--- src/rtl/da_fir_pkg.sv ---
// Shared types for the distributed-arithmetic FIR filter.
// Assumes nothing beyond SystemVerilog packages.
package da_fir_pkg;
    typedef enum logic [1:0] {
        ST_IDLE = 2'd0,
        ST_RUN  = 2'd1,
        ST_DONE = 2'd2
    } da_state_e;
endpackage

--- src/rtl/da_tap_line.sv ---
// Sample history as TAPS words of XW bits, exposed one bit slice at a time.
// load shifts a new word in at tap 0; rotate turns every word right by one
// bit so bit slice b appears on lsb_bits after b rotations. XW rotations
// restore alignment. Assumes load and rotate are never asserted together.
module da_tap_line #(
    parameter int TAPS = 32,
    parameter int XW   = 17
) (
    input  logic            clk,
    input  logic            rst_n,
    input  logic            load,
    input  logic            rotate,
    input  logic [XW-1:0]   din,
    output logic [TAPS-1:0] lsb_bits
);
    logic [XW-1:0] tap [TAPS];

    for (genvar i = 0; i < TAPS; i++) begin : g_tap
        // Shift a word in, or rotate the word to present its next bit.
        always_ff @(posedge clk) begin
            if (!rst_n) begin
                tap[i] <= '0;
            end else if (load) begin
                if (i == 0) tap[i] <= din;
                else        tap[i] <= tap[(i == 0) ? 0 : i-1];
            end else if (rotate) begin
                tap[i] <= {tap[i][0], tap[i][XW-1:1]};
            end
        end
        assign lsb_bits[i] = tap[i][0];
    end

    a_r2_load_not_rotate: assert property (@(posedge clk) disable iff (!rst_n)
        !(load && rotate));
endmodule

--- src/rtl/da_preadd.sv ---
// Bit-serial adders that sum each mirror tap pair (k, TAPS-1-k).
// The sum bit is combinational from the current slice; carries are
// registered. Assumes operands are sign-extended so the sum fits.
module da_preadd #(
    parameter int TAPS  = 32,
    parameter int NPAIR = TAPS / 2
) (
    input  logic             clk,
    input  logic             rst_n,
    input  logic             clear,
    input  logic             step,
    input  logic [TAPS-1:0]  bits,
    output logic [NPAIR-1:0] sum_bits
);
    logic [NPAIR-1:0] carry;

    for (genvar k = 0; k < NPAIR; k++) begin : g_pair
        logic a, b;
        assign a = bits[k];
        assign b = bits[TAPS-1-k];
        assign sum_bits[k] = a ^ b ^ carry[k];

        // Carry of this pair's serial adder, cleared per sample.
        always_ff @(posedge clk) begin
            if (!rst_n || clear) carry[k] <= 1'b0;
            else if (step)       carry[k] <= (a & b) | (a & carry[k]) | (b & carry[k]);
        end
    end

    a_r4_clear_not_step: assert property (@(posedge clk) disable iff (!rst_n)
        !(clear && step));
endmodule

--- src/rtl/da_lut_bank.sv ---
// Partitioned lookup: NPAIR address bits split into groups of LUT_IN.
// Each group reads a 2^LUT_IN entry table of coefficient sums built at
// elaboration; the group results are sign-extended and added.
module da_lut_bank #(
    parameter int COEF_W = 16,
    parameter int NPAIR  = 16,
    parameter int LUT_IN = 4,
    parameter int TW     = COEF_W + $clog2(LUT_IN),
    parameter int SW     = TW + 2,
    parameter logic [NPAIR*COEF_W-1:0] COEFS = '0
) (
    input  logic [NPAIR-1:0]     addr,
    output logic signed [SW-1:0] tsum
);
    localparam int NLUT  = NPAIR / LUT_IN;
    localparam int DEPTH = 1 << LUT_IN;

    // Sum of the coefficients whose address bit is set in entry e of group g.
    function automatic logic signed [TW-1:0] entry_val(input int g, input int e);
        logic signed [TW-1:0]     s;
        logic signed [COEF_W-1:0] c;
        s = '0;
        for (int j = 0; j < LUT_IN; j++) begin
            if (e[j]) begin
                c = COEFS[(g*LUT_IN+j)*COEF_W +: COEF_W];
                s = s + TW'(c);
            end
        end
        return s;
    endfunction

    logic signed [TW-1:0] tbl [NLUT][DEPTH];

    for (genvar g = 0; g < NLUT; g++) begin : g_lut
        for (genvar e = 0; e < DEPTH; e++) begin : g_ent
            localparam logic signed [TW-1:0] ENT = entry_val(g, e);
            assign tbl[g][e] = ENT;
        end
    end

    // Read each partial table and add the sign-extended results.
    always_comb begin
        tsum = '0;
        for (int g = 0; g < NLUT; g++) begin
            tsum = tsum + SW'(tbl[g][addr[g*LUT_IN +: LUT_IN]]);
        end
    end
endmodule

--- src/rtl/da_shift_acc.sv ---
// Shift-accumulator: adds the slice sum aligned at weight 2^XW and shifts
// right by one each step; on the last (sign) slice it subtracts. After XW
// steps acc equals sum_b T_b*2^b minus T_sign*2^(XW-1), exactly.
module da_shift_acc #(
    parameter int SW = 20,
    parameter int XW = 17,
    parameter int AW = SW + XW + 2
) (
    input  logic                 clk,
    input  logic                 rst_n,
    input  logic                 clear,
    input  logic                 step,
    input  logic                 last,
    input  logic signed [SW-1:0] tsum,
    output logic signed [AW-1:0] acc
);
    logic signed [AW-1:0] term, nxt;

    // Align the slice sum and add or subtract it.
    always_comb begin
        term = AW'(tsum) <<< XW;
        nxt  = last ? (acc - term) : (acc + term);
    end

    // Accumulator register with per-sample clear.
    always_ff @(posedge clk) begin
        if (!rst_n || clear) acc <= '0;
        else if (step)       acc <= nxt >>> 1;
    end
endmodule

--- src/rtl/da_fir_filter.sv ---
// Top of the symmetric distributed-arithmetic FIR filter.
// Accepts one sample per handshake, runs XW bit slices through the pre-adders,
// tables and accumulator, then scales, saturates and registers the result.
// Assumes TAPS is even and TAPS/2 is a multiple of LUT_IN.
module da_fir_filter
    import da_fir_pkg::*;
#(
    parameter int DATA_W    = 16,
    parameter int COEF_W    = 16,
    parameter int TAPS      = 32,
    parameter int LUT_IN    = 4,
    parameter int OUT_SHIFT = 15,
    parameter logic [TAPS/2*COEF_W-1:0] COEFS = {
        16'(9800),  16'(5200),  16'(-1900), 16'(2100),
        16'(3400),  16'(1700),  16'(-300),  16'(-1250),
        16'(-880),  16'(-60),   16'(420),   16'(380),
        16'(90),    16'(-150),  16'(-210),  16'(-120)}
) (
    input  logic              clk,
    input  logic              rst_n,
    input  logic              in_valid,
    output logic              in_ready,
    input  logic [DATA_W-1:0] in_data,
    output logic              out_valid,
    output logic [DATA_W-1:0] out_data
);
    localparam int XW    = DATA_W + 1;
    localparam int NPAIR = TAPS / 2;
    localparam int NLUT  = NPAIR / LUT_IN;
    localparam int TW    = COEF_W + $clog2(LUT_IN);
    localparam int SW    = TW + $clog2(NLUT);
    localparam int AW    = SW + XW + 2;
    localparam int CNT_W = $clog2(XW);
    localparam logic signed [AW-1:0] YMAX = (AW'(1) <<< (DATA_W-1)) - AW'(1);
    localparam logic signed [AW-1:0] YMIN = -(AW'(1) <<< (DATA_W-1));

    da_state_e            state;
    logic [CNT_W-1:0]     cnt;
    logic                 accept, run, last;
    logic [TAPS-1:0]      slice;
    logic [NPAIR-1:0]     paddr;
    logic signed [SW-1:0] tsum;
    logic signed [AW-1:0] acc, scaled;
    logic [DATA_W-1:0]    sat_val;

    assign in_ready = (state == ST_IDLE);
    assign accept   = in_valid && in_ready;
    assign run      = (state == ST_RUN);
    assign last     = run && (cnt == CNT_W'(XW-1));

    da_tap_line #(.TAPS(TAPS), .XW(XW)) u_taps (
        .clk(clk), .rst_n(rst_n), .load(accept), .rotate(run),
        .din({in_data[DATA_W-1], in_data}), .lsb_bits(slice));

    da_preadd #(.TAPS(TAPS), .NPAIR(NPAIR)) u_pre (
        .clk(clk), .rst_n(rst_n), .clear(accept), .step(run),
        .bits(slice), .sum_bits(paddr));

    da_lut_bank #(.COEF_W(COEF_W), .NPAIR(NPAIR), .LUT_IN(LUT_IN),
                  .TW(TW), .SW(SW), .COEFS(COEFS)) u_lut (
        .addr(paddr), .tsum(tsum));

    da_shift_acc #(.SW(SW), .XW(XW), .AW(AW)) u_acc (
        .clk(clk), .rst_n(rst_n), .clear(accept), .step(run),
        .last(last), .tsum(tsum), .acc(acc));

    // Sequence one sample: idle, XW bit slices, then result capture.
    always_ff @(posedge clk) begin
        if (!rst_n) begin
            state <= ST_IDLE;
            cnt   <= '0;
        end else begin
            case (state)
                ST_IDLE: if (accept) begin
                    state <= ST_RUN;
                    cnt   <= '0;
                end
                ST_RUN: begin
                    cnt <= cnt + CNT_W'(1);
                    if (last) state <= ST_DONE;
                end
                default: state <= ST_IDLE;
            endcase
        end
    end

    // Fixed scaling and clamp to the output width.
    always_comb begin
        scaled = acc >>> OUT_SHIFT;
        if (scaled > YMAX)      sat_val = YMAX[DATA_W-1:0];
        else if (scaled < YMIN) sat_val = YMIN[DATA_W-1:0];
        else                    sat_val = scaled[DATA_W-1:0];
    end

    // Output register and its one-cycle strobe.
    always_ff @(posedge clk) begin
        if (!rst_n) begin
            out_valid <= 1'b0;
            out_data  <= '0;
        end else begin
            out_valid <= (state == ST_DONE);
            if (state == ST_DONE) out_data <= sat_val;
        end
    end

    a_r2_busy_after_accept: assert property (@(posedge clk) disable iff (!rst_n)
        (in_valid && in_ready) |=> !in_ready);
    a_r3_valid_pulse: assert property (@(posedge clk) disable iff (!rst_n)
        out_valid |=> !out_valid);
    a_r3_ready_with_result: assert property (@(posedge clk) disable iff (!rst_n)
        out_valid |-> in_ready);
    a_r8_hold_output: assert property (@(posedge clk) disable iff (!rst_n)
        !out_valid |-> $stable(out_data));
endmodule

--- config.mk ---
export PLATFORM = sky130hd
export DESIGN_NAME = da_fir_filter
export DESIGN_NICKNAME = d
export VERILOG_FILES = /design/src/rtl/da_fir_pkg.sv /design/src/rtl/da_tap_line.sv /design/src/rtl/da_preadd.sv /design/src/rtl/da_lut_bank.sv /design/src/rtl/da_shift_acc.sv /design/src/rtl/da_fir_filter.sv
export SDC_FILE = /design/constraint.sdc
export NUM_CORES = 1
export LEC_CHECK = 0
export BUFFER_PORTS_ARGS = -buffer_cell sky130_fd_sc_hd__buf_2
export CAP_MARGIN = 20
export CORE_MARGIN = 10
export CORE_UTILIZATION = 57
export DETAILED_ROUTE_END_ITERATION = 6
export PLACE_DENSITY = 0.76
export SYNTH_ARGS = -nofsm -noshare
export SYNTH_HDL_FRONTEND = slang
export SYNTH_SLANG_ARGS = --single-unit
--- constraint.sdc ---
create_clock -name clk -period 12.6 [get_ports clk]
set_clock_uncertainty 0.05 [all_clocks]
set_input_delay 1.89 -clock clk [delete_from_list [all_inputs] [get_ports clk]]
set_output_delay 1.89 -clock clk [all_outputs]
set_load 0.02 [all_outputs]
## Word level (Yosys, flattened, before mapping)

Memories as Yosys holds them, arrays and structs flattened.
Index checks and enable logic that the tools add are counted.

- Register bits after elaboration: 78
- RAM bits: 544
- Bits in read-only memories: 1,152
- Input bits: 19
- Output and inout bits: 18
- Word-level logic and storage cells: 319
- Memories kept: 5

Memory list:

| memory | depth | width | rd ports | clocked after Yosys merged registers in | wr ports | line | RTL |
|---|---|---|---|---|---|---|---|
| u_taps.tap | 32 | 17 | 32 | 0 | 32 | da_tap_line.sv:16 | `logic [XW-1:0] tap [TAPS];` |
| (no name shown) | 16 | 18 | 1 | 0 | 0 | da_lut_bank.sv:45 | `tsum = tsum + SW'(tbl[g][addr[g*LUT_IN +: LUT_IN]]);` |
| (no name shown) | 16 | 18 | 1 | 0 | 0 | da_lut_bank.sv:45 |  |
| (no name shown) | 16 | 18 | 1 | 0 | 0 | da_lut_bank.sv:45 |  |
| (no name shown) | 16 | 18 | 1 | 0 | 0 | da_lut_bank.sv:45 |  |

- $add $sub $neg: 6
- Order comparisons: 6
- Eq/ne operators: 5
- Multiplexer cells: 88
- Bitwise operators: 180
- Reductions and logical operators: 8

Operators by type and width:

| cell | count |
|---|---|
| 17-bit 2-to-1 mux | 64 |
| 18-bit 2-to-1 mux | 8 |
| 1-bit bitwise OR | 96 |
| 1-bit bitwise AND | 48 |
| 38-bit by 37-bit adder with 39-bit output | 1 |
| 39-bit 2-to-1 mux | 1 |
| 38-bit by 37-bit subtractor with 39-bit output | 1 |
| 16-bit 2-to-1 mux | 2 |
| 1-bit XOR | 32 |
| 23-bit by 16-bit > comparator with 1-bit output, second input constant | 1 |
| 23-bit by 16-bit < comparator with 1-bit output, second input constant | 1 |
| 19-bit by 18-bit adder with 20-bit output | 1 |
| 20-bit by 18-bit adder with 20-bit output | 1 |
| 5-bit >= comparator, second input constant | 4 |
| 4-bit NOT with 5-bit output | 4 |
| 18-bit by 18-bit adder with 19-bit output | 1 |
| 5-bit case mux with 2 select lines | 1 |
| 1-bit 2-to-1 mux | 8 |
| 5-bit by 1-bit adder with 5-bit output, second input constant | 1 |
| 5-bit == test, second input constant | 1 |
| 5-bit 2-to-1 mux | 1 |
| 2-bit 2-to-1 mux | 2 |
| 2-bit by 1-bit != test with 1-bit output, second input constant | 2 |
| 2-bit case mux with 2 select lines | 1 |
| other kinds (8) | 10 |

## Longest topological paths before layout

Gate-level depths: netlist of the first run.
An unclocked memory read counts as a cell.

- Word-level depth: 12
- Gate-level depth with buffers: 31
- Gate-level depth less buffers: 31

## By module

A second synthesis of the first run with hierarchy kept.

- Cell total of the unflattened synthesis: 2,245
- Area total of the unflattened synthesis: 30,728.2 um^2

By module, submodules not included:

| module | times used | cells an instance | area an instance (um^2) | seq. area each (um^2) |
|---|---|---|---|---|
| da_tap_line | 1 | 1,308 | 22,983.3 | 16,335.7 |
| da_shift_acc | 1 | 389 | 3,100.5 | 760.7 |
| da_lut_bank | 1 | 358 | 2,667.6 | 0.0 |
| da_fir_filter | 1 | 121 | 1,062.3 | 480.5 |
| da_preadd | 1 | 69 | 914.6 | 320.3 |

## Least setup slack after synthesis of the first run

OpenSTA, ideal clock, no wires.

- Path kind: input to register
- From: input in_valid
- To: memory u_taps.tap[0][0] (enable)
- Setup time: 0.870 ns
- Arrival: 12.492 ns
- Required time: 11.680 ns
- Setup slack: -0.812 ns
- Stages: 5
- Buffers on the path: 1
- Cells stage by stage: nand2_1 nand2_1 nor2_1 clkbuf_1 inv_1

RTL lines:

| what | line | RTL |
|---|---|---|
| start: declaration | da_fir_filter.sv:21 | `input logic in_valid,` |
| end: declaration | da_tap_line.sv:16 |  |

==> results of run 1 <==
[sequential cells by signal, indices dropped and copies added (netlist names)]
signal,count
cnt,5
out_data,16
out_valid,1
state,2
u_acc.acc,23
u_pre.carry,16
u_taps.tap,544
[area by class of cell]
type,count,area (um2)
multi-input combinational,1173,9400
inverter,89,338
timing repair buffer,58,370
fill,3441,17600
tap,615,769
sequential,607,17600
clock buffer,84,1600
clock inverter,27,348
[Yosys cell counts (all sizes together), types with 12 or more instances]
library cell	count	area, um2
dfxtp	63	1260
nand2	91	344
inv	88	330
fa	43	861
o22ai	12	75.1
ha	63	788
a21o	15	113
nand2b	17	106
nor2	48	180
a22o	532	4660
o21ai	80	404
xor2	29	254
a21oi	93	465
nor3	14	70.1
clkbuf	135	507
buf	17	66.3
edfxtp	544	16300
xnor2	25	219
[worst max-delay path, delay by kind of cell, from the launching register on]
| family | cells | cell delay [ns] |
|---|---|---|
| AO/OA/AOI/OAI | 11 | 2.01 |
| buffers and inverters | 3 | 0.28 |
| AND/OR/NAND/NOR | 6 | 1.50 |
| adder cells (fa/ha/maj) | 7 | 3.00 |
| flip-flops | 1 | 0.45 |
| XOR/XNOR | 2 | 0.33 |
[layer usage]
| metal | vias to the layer above | track usage [%] |
|---|---|---|
| li1 | 7904 | - |
| met1 | 8607 | 27.0 |
| met2 | 356 | 29.4 |
| met3 | 76 | 2.91 |
| met4 | 0 | 4.99 |
| met5 | - | 0 |
[power by group]
part / switching [mW] / leakage [nW] / internal [mW]
Sequential: 0.130 / 6.59 / 2.42
Combinational: 2.27 / 4.29 / 1.60
Clock: 0.764 / 0.943 / 0.998
[cells by family after synthesis]
group                      share of synthesized area, %
AOI/OAI and AO/OA                                  22.0
xor gates and xnor gates                           1.70
adders and majority gates                          5.91
buffers and inverters                              3.25
DFF                                                63.1
muxes                                             0.444
and+or+nand+nor                                    3.58
[metrics by stage]
step	hold WS [ns]	util (%)
after floorplan	0.387	-
after global placement	0.388	59.3
after detailed placement	0.395	59.3
after CTS	0.404	63.3
after global routing	0.414	63.3
final	0.403	63.3
[placed cells by master, fill, tap and decap left out, types with 25 or more instances in the layout]
cell type and n:
nand2_1 90, fa_1 43, a21oi_1 93, xnor2_1 25, edfxtp_1 544, inv_1 87
nor2_1 46, buf_2 36, o21ai_0 77, clkbuf_16 59, dfxtp_1 63, a22o_1 532
xor2_1 29, ha_1 63
[path summary, 6_finish.rpt]
path | end | slack [ns]
setup / recovery | u_acc.acc[36] | 4.83
hold / removal | out_data[14] | 0.40
setup reg to reg | u_acc.acc[36] | 4.83
hold reg to reg | out_data[14] | 0.40
==> results.yml, run 1 <==
outcome:
  status: "finished, final reports clean"
floorplan:
  dieHeight_um: 241
  num_rows: 80
  die_area_mm2: 0.0582
  die_x_um: 241
  initial_core_util_pct: 58.0
  io_pins: 37
  core_area_mm2: 0.0480
clock_tree:
  ctsHtreeMaxLevel: 2
  insertion_delay_ns: 0.65
  cts_inserted_buffers: 59
  cts_tree: "done"
  path_clk_slew_ns: 0.06
  hold_buffers: 0
  post_cts_buffers: 0
  cts.path.max_buffers: 3
  ctsResizeCount: 0
  root_buffer: "clkbuf_16"
  cts.sink_count: 607
job:
  maxCapViolations: 0
setup_path:
  r2r_start: "u_taps.tap[0][153]"
  worstSetupStartpointType: "flip-flop"
  ff2ff_path_depth: 29
  cp_data_required_time_ns: 13.02
  setup.worst_path.class: "reg2reg"
  slowest_stage: "nor4_1"
  critPathCaptureType: "flip-flop"
  slowest_delay_ns: 0.83
  worstSetupStartpoint: "u_taps.tap[0][153]"
  path_max_fanout: 8
  arrival_ns: 8.19
  crit_path_frequent_cell: "fa_1"
route:
  vias_per_cell: 6.39
  routed.top_layer: "met4"
  drt.antenna.violating_nets: 0
  wl_met2_um: 25900
  wl_met1_um: 25200
  met3_length_um: 2640
  drt_iter0_drc: 1761
  dr_total_vias: 16900
  wire_per_inst_um: 20.7
  drc: 0
  drt_first_pass_iters: 5
  totalWireLength_um: 54900
synthesis:
  synthFlopType: "edfxtp_1"
  yosysWarningCount: 0
  postSynthCellCount: 2021
  syn_nets: 2146
  syn_avg_cell_area_um2: 13.8
  syn_area_mm2: 0.0279
  ys_async_sr_fraction_pct: 0
  yosysSeqAreaShare_pct: 63.1
  synth_edf_count: 544
  synthDistinctLibCells: 59
  ys_seq_elements: 607
timing:
  slew_viol_final: 0
  tns_ns: 0
  max_freq_mhz: 129
  worst_slew_pin_slew_ns: 1.14
  post-route-period-util_pct: 61.7
  rsz0062_at_grt: "false"
  finalCriticalPeriod_ns: 7.77
  fin_ws_ns: 4.83
  relSlewSlack_pct: 23.8
  finalHoldViolations: 0
  setup_viol: 0
hold_path:
  min_from: "out_data[14]"
  hold_depth: 2
  hold_class: "reg2reg"
global_routing:
  overflow: 0
  antenna_found_initial: 0
  grt_pass1_wl_um: 88600
  grt_max_degree: 228
  grt_usage_pct: 18.8
  grt_pass1_vias: 16400
placement:
  placed_area_mm2: 0.0285
  placed_cells: 2542
  portBuffers: 36
  dp_hpwl_um: 33300
  place.gp.congestion: 0.887
  pre_cts_slack_ns: 4.95
power_and_ir_drop:
  p_total_mw: 8.18
  peakVddDrop_mv: 0.364
  p_leak_nw: 11.8
  powerDensity_mw_per_mm2: 269
final_layout:
  area_growth_pct: 9.09
  drive_gt1_share_pct: 7.80
  design_area_mm2: 0.0304
  final_cells: 2653
  num-nets-final: 2113
  diodes: 0
No activity file was read; power rests on OpenSTA's default activity.
==> run 2, diff against run 1 <==
Settings changed: CORE_UTILIZATION 57 to 63, PLACE_DENSITY 0.76 to 0.8.
Clock period 12.6 ns to 7.3 ns, I/O delays scaled along.
==> run 2 against run 1 <==
Compared with the run above: die area is 8.8% lower; design area rose by 0.66%; largest power group unchanged; cell count is 0.45% lower; critical path depth unchanged; sequential share of layout area is 0.38 points lower; sequential power up 73%.
==> results.yml, run 2 (synthesis gave the netlist of run 1 again) <==
global_routing:
  grt_pass1_vias: 16300
  grt_pass1_wl_um: 87000
  overflow: 0
  grt_usage_pct: 20.0
  grt_max_degree: 253
  antenna_found_initial: 1
setup_path:
  ff2ff_path_depth: 29
  worstSetupStartpoint: "u_taps.tap[1][170]"
  path_max_fanout: 5
  cp_data_required_time_ns: 7.79
  slowest_stage: "fa_1"
  arrival_ns: 7.40
  worstSetupStartpointType: "flip-flop"
  critPathCaptureType: "flip-flop"
  setup.worst_path.class: "reg2reg"
  crit_family: "adder cells"
  r2r_end: "u_acc.acc[37]"
  r2r_start: "u_taps.tap[1][170]"
  cp.buffers_inverters: 3
  crit_path_end: "u_acc.acc[37]"
  reg2reg_slack_ns: 0.39
  worst-path-stages: 29
  slowest_delay_ns: 0.61
placement:
  portBuffers: 36
  placed_cells: 2523
  place.gp.congestion: 0.860
  dp_hpwl_um: 33000
  placed_area_mm2: 0.0286
  pre_cts_slack_ns: 0.0185
final_layout:
  design_area_mm2: 0.0306
  reg.largest.list: "u_taps.tap x544, u_acc.acc x23"
  fillers: 2890
  num-nets-final: 2126
  largest_reg_flops: 544
  top_register: "u_taps.tap"
  diodes: 0
  area_growth_pct: 9.82
  mostFrequentLayoutCells: "edfxtp_1 (544), a22o_1 (532), a21oi_1 (93)"
  final_cells: 2641
  regArea_mm2: 0.0176
  multi_input_area_mm2: 0.00953
  layout_commonest_cell: "edfxtp_1"
  drive_gt1_share_pct: 9.32
route:
  drc: 0
  dr_total_vias: 17100
  vias_per_cell: 6.48
  drt.antenna.violating_nets: 0
  met3_length_um: 3070
  totalWireLength_um: 54700
  drt_first_pass_iters: 5
  wl_met1_um: 24200
  routed.top_layer: "met4"
  drt_iter0_drc: 1755
  wl_met2_um: 26200
  wire_per_inst_um: 20.7
clock_tree:
  root_buffer: "clkbuf_16"
  path_clk_slew_ns: 0.06
  cts.path.max_buffers: 3
  insertion_delay_ns: 0.63
  cts_inserted_buffers: 60
  cts_tree: "done"
  ctsHtreeMaxLevel: 2
  cts.sink_count: 607
power_and_ir_drop:
  switchingPower_mw: 5.58
  clkPwrFrac_pct: 20.6
  p_leak_nw: 11.9
  p_total_mw: 14.4
  power_frac_comb_pct: 48.7
  p_int_mw: 8.79
  peakVddDrop_mv: 0.554
  powerDensity_mw_per_mm2: 469
  power_frac_seq_pct: 30.7
  swShare_pct: 38.8
floorplan:
  die_x_um: 230
  initial_core_util_pct: 63.3
  io_pins: 37
  die_area_mm2: 0.0531
  core_area_mm2: 0.0440
  num_rows: 77
  dieHeight_um: 230
timing:
  post-route-period-util_pct: 94.6
  fin_ws_ns: 0.394
  max_freq_mhz: 145
  slew_viol_final: 0
  finalHoldViolations: 0
  setup_viol: 0
  finalCriticalPeriod_ns: 6.91
  relSlewSlack_pct: 25.1
  worst_slew_pin_slew_ns: 1.12
outcome:
  status: "finished, final reports clean"
hold_path:
  hold_class: "reg2reg"
job:
  maxCapViolations: 0
## run 2: cell count changes in the layout (fill, tap and decap cells not counted), moves of 3 or more
cell,previous run,this run
fa_2,0,6
bufinv_16,5,2
clkinv_1,4,7
fa_1,43,37
buf_4,20,26
o21ai_1,2,5
buf_12,2,8
o21ai_0,77,73
clkbuf_8,3,7
## run 2: worst min path at each step
| stage | from | end | cells after the start |
|---|---|---|---|
| floorplan | u_acc.acc[15] | u_acc.acc[15] | 1 |
| global placement | out_data[3] | out_data[3] | 2 |
| detailed placement | out_data[11] | out_data[11] | 2 |
| CTS | out_data[11] | out_data[11] | 2 |
| global route | out_data[8] | out_data[8] | 2 |
| finish | out_data[11] | out_data[11] | 2 |
## run 2: worst min-delay path, cell delays in order (launching register included)
cell	delay, ns
dfxtp_1	0.30
nand2_1	0.05
a21oi_1	0.05
## run 2: cell type report
class / instances / area share [%]
Multi-Input combinational cell: 1173 / 31.1
Clock buffer: 90 / 5.58
Sequential cell: 607 / 57.5
Inverter: 89 / 1.10
Timing Repair Buffer: 70 / 1.75
Clock inverter: 20 / 0.580
Tap cell: 592 / 2.42
## run 2: power groups by stage
| stage | logic [mW] | clock network, mW | registers, mW |
|---|---|---|---|
| floorplan | 5.41 | 0 | 4.43 |
| global placement | 6.42 | 0 | 4.46 |
| detailed placement | 6.63 | 0 | 4.47 |
| CTS | 6.68 | 3.00 | 4.41 |
| global route | 7.82 | 3.12 | 4.45 |
| finish | 7.00 | 2.96 | 4.41 |
## run 2: routing by layer
layer,global-route usage (%),vias to the layer above
li1,-,7920
met1,28.5,8657
met2,31.3,439
met3,3.12,89
met4,6.52,0
met5,0,-
## run 2: repair_timing
| action | 4_1_cts | 5_1_grt |
|---|---|---|
| hold buffers | 0 | 0 |
| pin swaps | 0 | 6 |
| setup buffers | 0 | 7 |
| endpoints found under the setup margin | 1 | 7 |
| resized for setup | 1 | 28 |
## run 2: stage by stage
step	hold slack [ns]	setup TNS [ns]	utilization [%]
6_report	0.397	0	69.6
4_1_cts	0.400	0	69.2
3_5_place_dp	0.392	0	64.9
5_1_grt	0.409	-0.0555	69.6
3_3_place_gp	0.389	0	64.9
2_1_floorplan	0.387	-1377.68	-
